$ cat src/rtl/pal_entry.sv
module pal_entry #(
  parameter int XLEN    = 64,
  parameter int CAUSE_W = 4,
  parameter int FUNC_W  = 8,
  parameter int RIDX_W  = 5
) (
  input  logic               clk,
  input  logic               rst_n,
  input  logic               req_valid,
  input  logic [CAUSE_W-1:0] req_cause,
  input  logic [FUNC_W-1:0]  req_func,
  input  logic [XLEN-1:0]    cur_pc,
  input  logic [XLEN-1:0]    pal_base,
  input  logic [XLEN-1:0]    rf_rdata,
  output logic [RIDX_W-1:0]  rf_addr,
  output logic               rf_we,
  output logic [XLEN-1:0]    rf_wdata,
  output logic [XLEN-1:0]    new_pc,
  output logic [XLEN-1:0]    saved_addr,
  output logic               pc_load,
  output logic               mode,
  output logic               busy,
  output logic               done,
  output logic               err
);
  localparam int NSH     = 8;
  localparam int SIDX_W  = $clog2(NSH);
  localparam int OFF_W   = 14;
  localparam int LASTVEC = 9;
  localparam int CALLC   = 10;
  localparam int SLOT_SH = 6;
  localparam int VEC_SH  = 7;

  logic [XLEN-1:0]   shadow [NSH];
  logic [SIDX_W-1:0] idx;
  logic [OFF_W-1:0]  off;
  logic              known;
  logic              accept;

  assign accept = req_valid && !busy;

  always_comb begin
    known = 1'b1;
    off   = '0;
    if (int'(req_cause) <= LASTVEC)
      off = OFF_W'(req_cause) << VEC_SH;
    else if (int'(req_cause) == CALLC)
      off = (req_func[FUNC_W-1] ? 14'h2000 : 14'h1000)
            + (OFF_W'(req_func[FUNC_W-2:0]) << SLOT_SH);
    else
      known = 1'b0;
  end

  assign rf_addr  = (idx == SIDX_W'(NSH-1)) ? RIDX_W'(25) : RIDX_W'(8 + int'(idx));
  assign rf_we    = busy;
  assign rf_wdata = shadow[idx];

  always_ff @(posedge clk) begin
    if (!rst_n) begin
      mode       <= 1'b0;
      busy       <= 1'b0;
      idx        <= '0;
      pc_load    <= 1'b0;
      done       <= 1'b0;
      err        <= 1'b0;
      new_pc     <= '0;
      saved_addr <= '0;
    end else begin
      pc_load <= 1'b0;
      done    <= 1'b0;
      err     <= 1'b0;
      if (busy) begin
        idx <= idx + 1'b1;
        if (idx == SIDX_W'(NSH-1)) begin
          busy <= 1'b0;
          done <= 1'b1;
        end
      end else if (accept) begin
        if (!known) begin
          err <= 1'b1;
        end else begin
          pc_load    <= 1'b1;
          new_pc     <= pal_base + XLEN'(off);
          saved_addr <= cur_pc | XLEN'(mode);
          if (!mode) begin
            mode <= 1'b1;
            busy <= 1'b1;
            idx  <= '0;
          end
        end
      end
    end
  end

  always_ff @(posedge clk) begin
    if (busy) shadow[idx] <= rf_rdata;
  end
endmodule

$ cat config.mk
export PLATFORM = sky130hd
export DESIGN_NAME = pal_entry
export DESIGN_NICKNAME = d
export VERILOG_FILES = /design/src/rtl/pal_entry.sv
export SDC_FILE = /design/constraint.sdc
export NUM_CORES = 1
export LEC_CHECK = 0
export CORE_ASPECT_RATIO = 0.9
export CORE_MARGIN = 8
export CORE_UTILIZATION = 58
export CTS_CLUSTER_SIZE = 25
export DETAILED_ROUTE_END_ITERATION = 10
export HOLD_SLACK_MARGIN = 0.12
export PLACE_DENSITY = 0.85
export SLEW_MARGIN = 25
export SYNTH_ARGS = -nofsm -noshare
export SYNTH_HDL_FRONTEND = slang
export SYNTH_SLANG_ARGS = --single-unit
$ cat constraint.sdc
create_clock -name clk -period 15 [get_ports clk]
set_clock_uncertainty 0.05 [all_clocks]
set_input_delay 3 -clock clk [delete_from_list [all_inputs] [get_ports clk]]
set_output_delay 3 -clock clk [all_outputs]
set_load 0.005 [all_outputs]
* Yosys cells after proc, flatten, opt, wreduce, memory -nomap -nowiden *
Memories as Yosys holds them, arrays and structs flattened. A register that Yosys moved wholly into a read port is not among the register bits.
Cells that the tools add are included.

operators by class
  $lt $le $gt $ge = 1
  add/sub/neg operators = 4
  bitwise gates (word level) = 4
  equal/unequal tests = 3
  mux-type cells = 22
  reductions and logical operators = 8

operator list
  operator                                                         number
  64-bit by 14-bit adder with 64-bit output                        1
  64-bit by 1-bit OR with 64-bit output                            1
  14-bit 2-to-1 mux                                                3
  3-bit 2-to-1 mux                                                 6
  14-bit by 13-bit adder with 14-bit output                        1
  1-bit 2-to-1 mux                                                 12
  3-bit AND reduction                                              2
  4-bit by 3-bit adder with 5-bit output, first input constant     1
  5-bit 2-to-1 mux                                                 1
  4-bit equality test, second input constant                       1
  4-bit less-or-equal comparator, second input constant            1
  2-bit nonzero test                                               2
  3-bit by 1-bit adder with 3-bit output, second input constant    1
  3-bit equality test, second input constant                       1
  1-bit inverter                                                   3
  3-bit OR reduction                                               1
  2-bit by 1-bit != test with 1-bit output, second input constant  1
  2-bit AND reduction                                              1
  1-bit logical AND                                                1
  1-bit zero test                                                  1

word-level totals
  input port bits = 207
  logic and storage cells = 51
  memories kept = 1
  bits in writable memories = 512
  flip-flop bits (word level) = 136

memory list
  memory  words  width  rd ports  clocked after memory_dff  write ports  line  text
  shadow  8      64     1         1                         1            34    logic [XLEN-1:0] shadow [NSH];

* Depth between registers and ports, before layout *
Gate-level depths: netlist (run 1).

  word-level depth = 8
  mapped depth = 12
  gate-level depth less buffers = 10

* Worst setup path after synthesis (run 1) *
OpenSTA, ideal clock, no wires.

  path type = input to register
  from = input req_cause[0]
  to = register new_pc[56]
  library setup time = 0.074 ns
  stages on the path = 11
  arrival time = 5.502 ns
  setup slack = 9.374 ns
  cells stage by stage = nor2_1 and3_1 and2_1 ha_1 fa_1 a211oi_1 o211a_4 or4_1 buf_2 or4_1 a31oi_1

on the way
  cells in the longest elaborated chain, start to end = 4
  elaborated cells between the ends (all ways) = 8
  classes of those cells = add/sub: 1; order compare: 1; eq/ne: 1; mux: 4; reduce/logical: 1

RTL lines
  element                                                                                            line  text
  from (decl)                                                                                        10    input logic [CAUSE_W-1:0] req_cause,
  parallel branches: the longest is 4 deep, another holds 64-bit by 14-bit adder with 64-bit output  --
  to (signal assigned)                                                                               83    new_pc <= pal_base + XLEN'(off);
  to (decl)                                                                                          18    output logic [XLEN-1:0] new_pc,

Parallel ways; which one is timed is not known.
A chain may end at the register's enable or synchronous reset.

==> metrics.txt, run 1 <==
post-synth top area cell edfxtp_1; vias in the first global route 16190; hold path depth 2; Arr. time, crit path 4.08 ns; post-route DRC violation count 0; Hold Path Class reg2reg; final net count 2184; RSZ-0062 raised after global routing no; cell-internal power 0.002955 W; Comb pwr share under 10%; overall overflow remaining after global route 0; DRT Pass-1 Iters 7; # IOs 410; met2 Usage GRT 43.72%; post-synthesis simple-gate area fraction just over 6%; Worst Path Required 11.95 ns; number of hold buffers added after CTS 0; CTS tree done; Leak approximately 10 nW; Critical Path End Type primary output; top-count cell post-synth edfxtp_1; row count 73; Root Driver clkbuf_16; Pwr per Cell Area around 120 mW/mm^2; CTS buffer count 60; Die Span Y between 200 and 250 um; Post-synth ARST share 0%; vias 15630; xor and xnor area share after synthesis 0.9247%; top post-synthesis cells by area edfxtp_1, mux4_2, dfxtp_1; Initial Util 58.33%; Worst path slowest cell buf_4; Reg power frac 53.1%; Synth cell types 60; vias per cell 6.077; Syn Area/Cell 16.44 sq um; Synth-to-Final Area Change 25.70%; Routed WL ~67000 um; actual slew at the worst max-slew pin approximately 0.95 ns; post-synthesis compound-gate area fraction 5.641%; GPL Wtd Cong approximately 0.92; Adder-Cell Fraction of Synth Area 0.6654%; Post-CTS Resized 0; worst-path maximum fanout 45; Worst-Skew Late Latency just over 0.6 ns; drt first-iter violations 1032; Synthesized Nets 1776; placed inst area approximately 0.030 sq mm; initial antenna violation count 8; total track usage 25.76%; Synth Flop Type edfxtp_1; max-slew violations 0; DP Worst Slack 7.890 ns; Antenna Violating Nets Remaining 0; share of cells above drive strength 1 15.74%; Final Cell Area around 0.032 sq mm; max-cap viol count 0; GR Layer Usage met3 7.791%; crit-path cells buf_4 -> buf_4 -> mux4_2 -> mux2_2 -> clkdlybuf4s50_1; Crit path largest cell delay 0.77 ns; power share of the clock group 37.2%; critical path depth 5; clock sink total around 650; Synth top area share 60.12%; die area around 0.05 sq mm; Final Core Density 73.32%; Switching Fraction 21.99%; CP Class reg2out; Core ar. about 0.044 sq mm; Slew HR approximately 36%; Die W ~240 um; switching power total between 0.0008 and 0.0009 W; htree depth 2; final setup fails 0; Fin. Hold Viols 0; Yosys warning total 0; clock-pin slew of the registers on the worst-case setup and hold paths about 0.06 ns; crit start category flip-flop; Post-synth top cells edfxtp_1, nand2_1, dfxtp_1, mux4_2, a21oi_1; Post-synth EDFFs a little over 500; outcome finished, final reports clean; hold slack 0.4021 ns; dominant cell type by count on the critical path buf_4; critical path buffer and inverter count 3; CTS Buffer Depth 3; first-pass GRT wire length 99910 um; crit share post-route 47.56%; Final WS setup between 7 and 8 ns; final setup TNS 0 ns; Fillers around 2700; #FFs+latches synth 651; Cells after Synth around 1600; crit-path leading delay family buffers and inverters; Fmax achieved 140.2 MHz; fraction of synthesized area in multiplexers ~14%; Setup Buffers After CTS 0; largest net degree at the start of global routing 106; busiest layer in global routing met2; Avg WL per Cell 26.05 um; VDD IR max 88.66 uV; Final HPWL DP 42930 um; synthesized cell area around 0.026 sq mm; largest family of logic cells by synthesized area multiplexers; met1 usage 29.69%; count of input and output buffers 408; clock period minus worst slack about 7 ns; reg2reg path depth 3; register area share after synthesis 71.00%
[worst reg2reg max path, cell delays in order (launching register included)]
cell	delay (ns)
dfxtp_1	0.52
nand2b_1	0.31
nor2_4	0.59
buf_4	0.81
[area by class of cell]
cell class              instances  area [sq um]  area share, %
inverters                      13         48.80         0.1518
well taps                     562         703.2          2.187
diodes                          3         7.507        0.02335
flip-flops and latches        651         18170          56.52
clock inverters                24         161.4         0.5021
multi-input cells             807          7099          22.08
repair buffers                431          4317          13.43
clock buffers                  81          1642          5.106
[power groups by stage]
stage / registers [W] / clock network (W) / logic (W)
6_report: 0.00201 / 0.00141 / 0.000369
5_1_grt: 0.00202 / 0.00149 / 0.000396
4_1_cts: 0.00202 / 0.00144 / 0.000368
3_5_place_dp: 0.00205 / 0 / 0.000364
3_3_place_gp: 0.00205 / 0 / 0.000355
2_1_floorplan: 0.00205 / 0 / 0.000155
[layer usage]
layer	routed length, um	vias to the layer above
li1	-	6941
met1	24200	7870
met2	33710	658
met3	5779	149
met4	3251	12
met5	71	-
[through the flow]
stage	instances	power, W
5_1_grt	2571	0.003904
2_1_floorplan	1556	0.002200
3_5_place_dp	2463	0.002417
3_3_place_gp	2461	0.002408
6_report	2572	0.003788
4_1_cts	2568	0.003819
[cell families (layout without fill, tap and decap cells)]
family,after synthesis,after routing
adders and majority gates,13,13
AOI/OAI and AO/OA,244,244
xor gates and xnor gates,27,27
other,1,4
muxes,193,193
buffers and inverters,98,549
DFF,651,651
and+or+nand+nor,329,329
[layout by cell type, fill, tap and decap left out, types with 4 or more instances in the layout]
cell type / count
or3_1: 14
clkbuf_16: 61
a21o_1: 4
mux2_2: 64
and2_1: 6
o31ai_1: 13
o21ai_0: 61
nor2_1: 27
clkdlybuf4s50_1: 408
nor3_1: 10
clkbuf_1: 16
and4_1: 9
clkbuf_8: 4
clkinv_2: 11
nand2_1: 176
edfxtp_1: 512
or4_1: 17
xnor2_1: 17
mux4_2: 128
ha_1: 12
nor2_4: 6
clkinv_1: 10
xor2_1: 10
dfxtp_1: 136
a31oi_1: 25
nand4_1: 14
inv_1: 12
nand3_1: 20
and3_1: 10
a211oi_1: 12
a21oi_1: 103
nor4_1: 5
buf_4: 20
[path summary, 6_finish.rpt]
kind / startpoint / endpoint / slack [ns]
setup reg to reg: busy / shadow[1][9] / 12.32
setup / recovery: flip-flop / rf_wdata[37] / 7.87
hold / removal: new_pc[9] / new_pc[9] / 0.40
hold reg to reg: new_pc[9] / new_pc[9] / 0.40
[registers in the layout, summed over array words and instances, names as in the netlist, named ones only]
register    count
shadow        512
new_pc         64
saved_addr     64
idx             3
busy            1
done            1
err             1
mode            1
pc_load         1
Note: power is estimated with default switching activity, not from simulation.
==> run 2: changes to the inputs <==
--- a/config.mk
+++ b/config.mk
@@ -7,11 +7,11 @@
 export LEC_CHECK = 0
 export CORE_ASPECT_RATIO = 0.9
 export CORE_MARGIN = 8
-export CORE_UTILIZATION = 58
+export CORE_UTILIZATION = 48
 export CTS_CLUSTER_SIZE = 25
 export DETAILED_ROUTE_END_ITERATION = 10
 export HOLD_SLACK_MARGIN = 0.12
-export PLACE_DENSITY = 0.85
+export PLACE_DENSITY = 0.76
 export SLEW_MARGIN = 25
 export SYNTH_ARGS = -nofsm -noshare
 export SYNTH_HDL_FRONTEND = slang
==> constraint.sdc (replaced) <==
create_clock -name clk -period 6.1 [get_ports clk]
set_clock_uncertainty 0.05 [all_clocks]
set_input_delay 1.22 -clock clk [delete_from_list [all_inputs] [get_ports clk]]
set_output_delay 1.22 -clock clk [all_outputs]
set_load 0.005 [all_outputs]
==> run 2 against run 1 <==
Compared with the run above:
- design area is 1.5% higher
- critical path depth decreased by 1
- flip-flop and latch count unchanged
- worst setup slack worse by 6.3 ns
- register-to-register slack worse by 9.1 ns
- first-iteration DRC count down 3.9%
- power grew to 2.6 times the previous value
- hold slack lost 0.0016 ns
- largest power group unchanged
- sequential power is 150% higher
==> metrics.txt, run 2 (synthesis gave the netlist of run 1 again) <==
Root Driver clkbuf_16 (unchanged); Die W 259.3 um (was 237.3 um); DP Worst Slack 1.315 ns (was 7.890 ns); worst-path maximum fanout 31 (was 45); Worst-Skew Late Latency 0.59 ns (was 0.61 ns); vias in the first global route 16290 (was 16190); Synth-to-Final Area Change 27.56% (was 25.70%); Routed WL 67910 um (was 67010 um); vias per cell 5.696 (was 6.077); final setup TNS 0 ns (unchanged); outcome finished, final reports clean (unchanged); CTS buffer count 66 (was 60); max-slew violations 0 (unchanged); Fmax achieved 222.2 MHz; post-route DRC violation count 0 (unchanged); overall overflow remaining after global route 0 (unchanged); commonest non-fill, non-tap cells in the layout edfxtp_1, clkdlybuf4s50_1, nand2_1 (unchanged); actual slew at the worst max-slew pin 0.9376 ns (was 0.9540 ns); row count 80 (was 73); Post-CTS Resized 0 (unchanged); largest net degree at the start of global routing 105 (was 106); RSZ-0062 raised after global routing no (unchanged); Leak 10.42 nW (was 10.28 nW); max-cap viol count 0 (unchanged); Final WS setup 1.600 ns (was 7.866 ns); Final HPWL DP 44660 um (was 42930 um); first-pass GRT wire length 101400 um (was 99910 um); htree depth 3 (was 2); reg2reg path depth 3 (unchanged); drt first-iter violations 992 (was 1032); CTS tree done (unchanged); max FFs per register 512 (unchanged); GPL Wtd Cong 0.9126 (was 0.9165); Avg WL per Cell 24.95 um (was 26.05 um); Fin. Hold Viols 0 (unchanged); DRT Pass-1 Iters 6 (was 7); Setup Buffers After CTS 0 (unchanged); Slew HR 37.50% (was 36.40%); Pwr per Cell Area 300.5 mW/mm^2 (was 117.8 mW/mm^2); initial antenna violation count 10 (was 8); count of input and output buffers 408 (unchanged); Antenna Violating Nets Remaining 0 (unchanged); VDD IR max 198.2 uV (was 88.66 uV); final net count 2191 (was 2184); crit share post-route between 70 and 80%; register name with the most flops shadow (unchanged); Core ar. 0.05285 sq mm (was 0.04384 sq mm); crit start category flip-flop (unchanged); share of cells above drive strength 1 16.52% (was 15.74%); Hold Path Class reg2reg (unchanged); Critical Path End Type primary output (unchanged); vias 15510 (was 15630); Worst Path Required 4.83 ns (was 11.95 ns); Die Span Y 235.0 um (was 215.2 um); dpl cells 2600 (was 2463); clock-pin slew of the registers on the worst-case setup and hold paths 0.06 ns (about the same); clock sink total 651 (unchanged); total track usage 21.85% (was 25.76%); # IOs 410 (unchanged); CTS Buffer Depth 3 (unchanged); Arr. time, crit path 3.23 ns (was 4.08 ns); final setup fails 0 (unchanged); clock period minus worst slack between 4 and 5 ns; hold path depth 2 (unchanged); number of hold buffers added after CTS 0 (unchanged); Initial Util 48.39% (was 58.33%); Regs by FF count shadow (512), new_pc (64), saved_addr (64) (unchanged); die area 0.06093 sq mm (was 0.05108 sq mm); commonest non-fill, non-tap cell in the layout edfxtp_1 (unchanged); non-filler cells, final 2722 (was 2572); CP Class reg2out (unchanged)
==> run 2: cell types whose count changed in the layout (fill, tap and decap cells not counted), moves of 2 or more <==
cell | before | now
inv_6 | 0 | 2
clkbuf_16 | 61 | 69
clkinv_8 | 0 | 2
buf_16 | 3 | 0
clkinv_16 | 2 | 0
clkbuf_8 | 4 | 1
bufinv_16 | 0 | 4
clkbuf_1 | 16 | 13
clkinvlp_4 | 0 | 5
buf_12 | 0 | 3
==> run 2: cell type report <==
class                      count  area [sq um]
antenna                        3         7.507
clock buffer                  83          1789
clock inverter                36         331.6
fill                        3849         20230
inverter                      13         48.80
multi-input combinational    807          7099
sequential                   651         18170
tap                          697         872.1
timing repair buffer         432          4305
==> run 2: report_power, final <==
part	switching, W	total, W	internal [W]
Combinational	0.000404	0.000904	0.000499
Sequential	0.0000649	0.00495	0.00489
Clock	0.00168	0.00395	0.00227
Total	0.00215	0.00980	0.00766
==> run 2: final timing paths <==
check / start / endpoint / slack [ns]
max: flip-flop / rf_wdata[31] / 1.60
min: saved_addr[25] / saved_addr[25] / 0.40
max reg2reg: busy / shadow[5][10] / 3.21
min reg2reg: saved_addr[25] / saved_addr[25] / 0.40
==> run 2: through the flow <==
| stage | util (%) | hold WS, ns | power, W | cell area, sq um |
|---|---|---|---|---|
| after floorplan | - | 0.3982 | 0.005411 | 25570 |
| after global routing | 61.72 | 0.4210 | 0.01011 | 32620 |
| after global placement | 57.69 | 0.3939 | 0.005936 | 30490 |
| after detailed placement | 57.69 | 0.3956 | 0.005956 | 30490 |
| final | 61.73 | 0.4005 | 0.009804 | 32620 |
| after CTS | 61.70 | 0.4038 | 0.009899 | 32610 |
==> run 2: critical path, cell delays in order (launching register included) <==
cell and delay, ns:
dfxtp_4 0.82, buf_4 0.49, mux4_2 0.56, mux2_2 0.29, clkdlybuf4s50_1 0.45
==> run 2: per-layer routing <==
metal / vias to the layer above / part of all wire [%] / track usage (%)
met5: - / 0.15 / 0
met2: 585 / 50 / 37.01
li1: 6973 / - / -
met3: 131 / 8.5 / 7.565
met1: 7802 / 38 / 25.28
met4: 14 / 3.9 / 8.589
==> run 3: changes to the inputs <==
==> constraint.sdc (replaced) <==
create_clock -name clk -period 3.8 [get_ports clk]
set_clock_uncertainty 0.05 [all_clocks]
set_input_delay 0.76 -clock clk [delete_from_list [all_inputs] [get_ports clk]]
set_output_delay 0.76 -clock clk [all_outputs]
set_load 0.005 [all_outputs]
==> run 3 against run 2 <==
Compared with the run above:
- via count grew 1.5%
- routed wire length grew 2.2%
- sequential power grew 60%
- die area is the same
- worst setup slack lost 1.5 ns
- largest cell class unchanged
- highest routed layer unchanged
==> metrics.txt, run 3 (synthesis gave the netlist of run 1 again) <==
Fin. Hold Viols 0 (unchanged); count of input and output buffers 408 (unchanged); non-filler cells, final 2765 (was 2722); clock period minus worst slack 3.683 ns; outcome finished, final reports clean (unchanged); max-slew violations 0 (unchanged); Crit path largest cell delay 0.56 ns (was 0.82 ns); final setup fails 0 (unchanged); vias 15730 (was 15510); Synth-to-Final Area Change 29.48% (was 27.56%); initial antenna violation count 7 (was 10); number of hold buffers added after CTS 0 (unchanged); crit-path cells buf_16 -> mux4_2 -> mux2_2 -> clkdlybuf4s50_1 (was buf_4 -> mux4_2 -> mux2_2 -> clkdlybuf4s50_1); clock sink total 651 (unchanged); Avg WL per Cell 25.09 um (was 24.95 um); die area 0.06093 sq mm (unchanged); Fillers 3799 (was 3849); Slew HR 37.88% (was 37.50%); overall overflow remaining after global route 0 (unchanged); total track usage 22.40% (was 21.85%); Die Span Y 235.0 um (unchanged); RSZ-0062 raised after global routing yes (was no); Root Driver clkbuf_16 (unchanged); GPL Wtd Cong 0.9181 (was 0.9126); largest net degree at the start of global routing 111 (was 105); vias per cell 5.690 (was 5.696); # IOs 410 (unchanged); CTS buffer count 68 (was 66); final setup TNS 0 ns (unchanged); VDD IR max 349.0 uV (was 198.2 uV); clock-pin slew of the registers on the worst-case setup and hold paths 0.06 ns (about the same); htree depth 3 (unchanged); Hold Path Class reg2reg (unchanged); crit-path leading delay family multiplexers (was buffers and inverters); Fmax achieved approximately 270 MHz; max-cap viol count 0 (unchanged); Final HPWL DP 45840 um (was 44660 um); Routed WL 69380 um (was 67910 um); Worst-Skew Late Latency 0.59 ns (about the same); worst-path maximum fanout 42 (was 31); row count 80 (unchanged); actual slew at the worst max-slew pin 0.9318 ns (was 0.9376 ns); post-route DRC violation count 0 (unchanged); CTS tree done (unchanged); crit start category flip-flop (unchanged); Core ar. 0.05285 sq mm (unchanged); hold slack 0.4035 ns (was 0.4005 ns); Pwr per Cell Area 479.1 mW/mm^2 (was 300.5 mW/mm^2); dpl cells 2640 (was 2600); DRT Pass-1 Iters 5 (was 6); vias in the first global route 16440 (was 16290); critical path buffer and inverter count 2 (unchanged); Die W 259.3 um (unchanged); Worst path slowest cell mux4_2 (was dfxtp_4); Critical Path End Type primary output (unchanged); Leak 10.68 nW (was 10.42 nW); Initial Util 48.39% (unchanged); commonest non-fill, non-tap cell in the layout edfxtp_1 (unchanged); Antenna Violating Nets Remaining 0 (unchanged); CP Class reg2out (unchanged); Arr. time, crit path 2.87 ns (was 3.23 ns); Worst Path Required 2.99 ns (was 4.83 ns); drt first-iter violations 1041 (was 992); CTS Buffer Depth 3 (unchanged); Regs by FF count shadow (512), new_pc (64), saved_addr (64) (unchanged); first-pass GRT wire length 103900 um (was 101400 um); crit share post-route 96.93%; max FFs per register 512 (unchanged); commonest non-fill, non-tap cells in the layout edfxtp_1, clkdlybuf4s50_1, nand2_1 (unchanged); share of cells above drive strength 1 17.86% (was 16.52%); register name with the most flops shadow (unchanged); final net count 2233 (was 2191)
[run 3: changes by cell type in the layout (fill, tap and decap cells not counted), moves of 3 or more]
cell,before,now
buf_12,3,12
clkbuf_8,1,4
buf_4,20,50
clkinvlp_4,5,2
clkinv_2,11,7
clkbuf_1,13,16
clkinv_1,10,16
[run 3: where the power goes]
part	leakage [nW]	switching (W)	internal, W
clock	1.05	0.00268	0.00374
combinational	3.87	0.000677	0.000833
sequential	5.77	0.0000917	0.00785
total	10.7	0.00344	0.0124
[run 3: layout make-up]
type                            count  area, sq um  area share, %
Antenna cell                        2        5.005        0.01511
Clock buffer                       90         1867          5.637
Clock inverter                     33        284.0         0.8577
Inverter                           13        48.80         0.1474
Multi-Input combinational cell    807         7112          21.48
Sequential cell                   651        18170          54.87
Tap cell                          697        872.1          2.634
Timing Repair Buffer              472         4757          14.37
[run 3: routing by layer]
layer | part of all wire [%] | up-vias | GRT usage [%]
li1 | - | 7052 | -
met1 | 38 | 7935 | 27.03
met2 | 50 | 610 | 37.98
met3 | 7.9 | 127 | 6.740
met4 | 3.5 | 8 | 7.691
met5 | 0.082 | - | 0
[run 3: worst paths after layout]
path | endpoint | slack (ns) | from | depth (start not counted)
max | rf_wdata[56] | 0.12 | flip-flop | 4
min reg2reg | saved_addr[22] | 0.40 | saved_addr[22] | 2
max reg2reg | shadow[6][17] | 1.53 | idx[2] | 3
min | saved_addr[22] | 0.40 | saved_addr[22] | 2
[run 3: tightest hold or removal path, stage by stage, from the launching register on]
cell	delay, ns
dfxtp_1	0.31
nand2_1	0.05
a21oi_1	0.05
[run 3: what timing repair did]
item	4_1_cts	5_1_grt
gates resized for setup	0	3
setup buffers	0	0
endpoints found under the setup margin	0	4
[run 3: stage by stage]
step	total power, W	cell area (sq um)	setup slack, ns	util, %
after floorplan	0.008683	25580	-0.05042	-
after global placement	0.009579	30940	-0.1538	58.54
after detailed placement	0.009604	30940	-0.1428	58.54
after CTS	0.01601	33090	0.03178	62.61
after global routing	0.01636	33110	-0.004845	62.65
final	0.01587	33110	0.1168	62.66
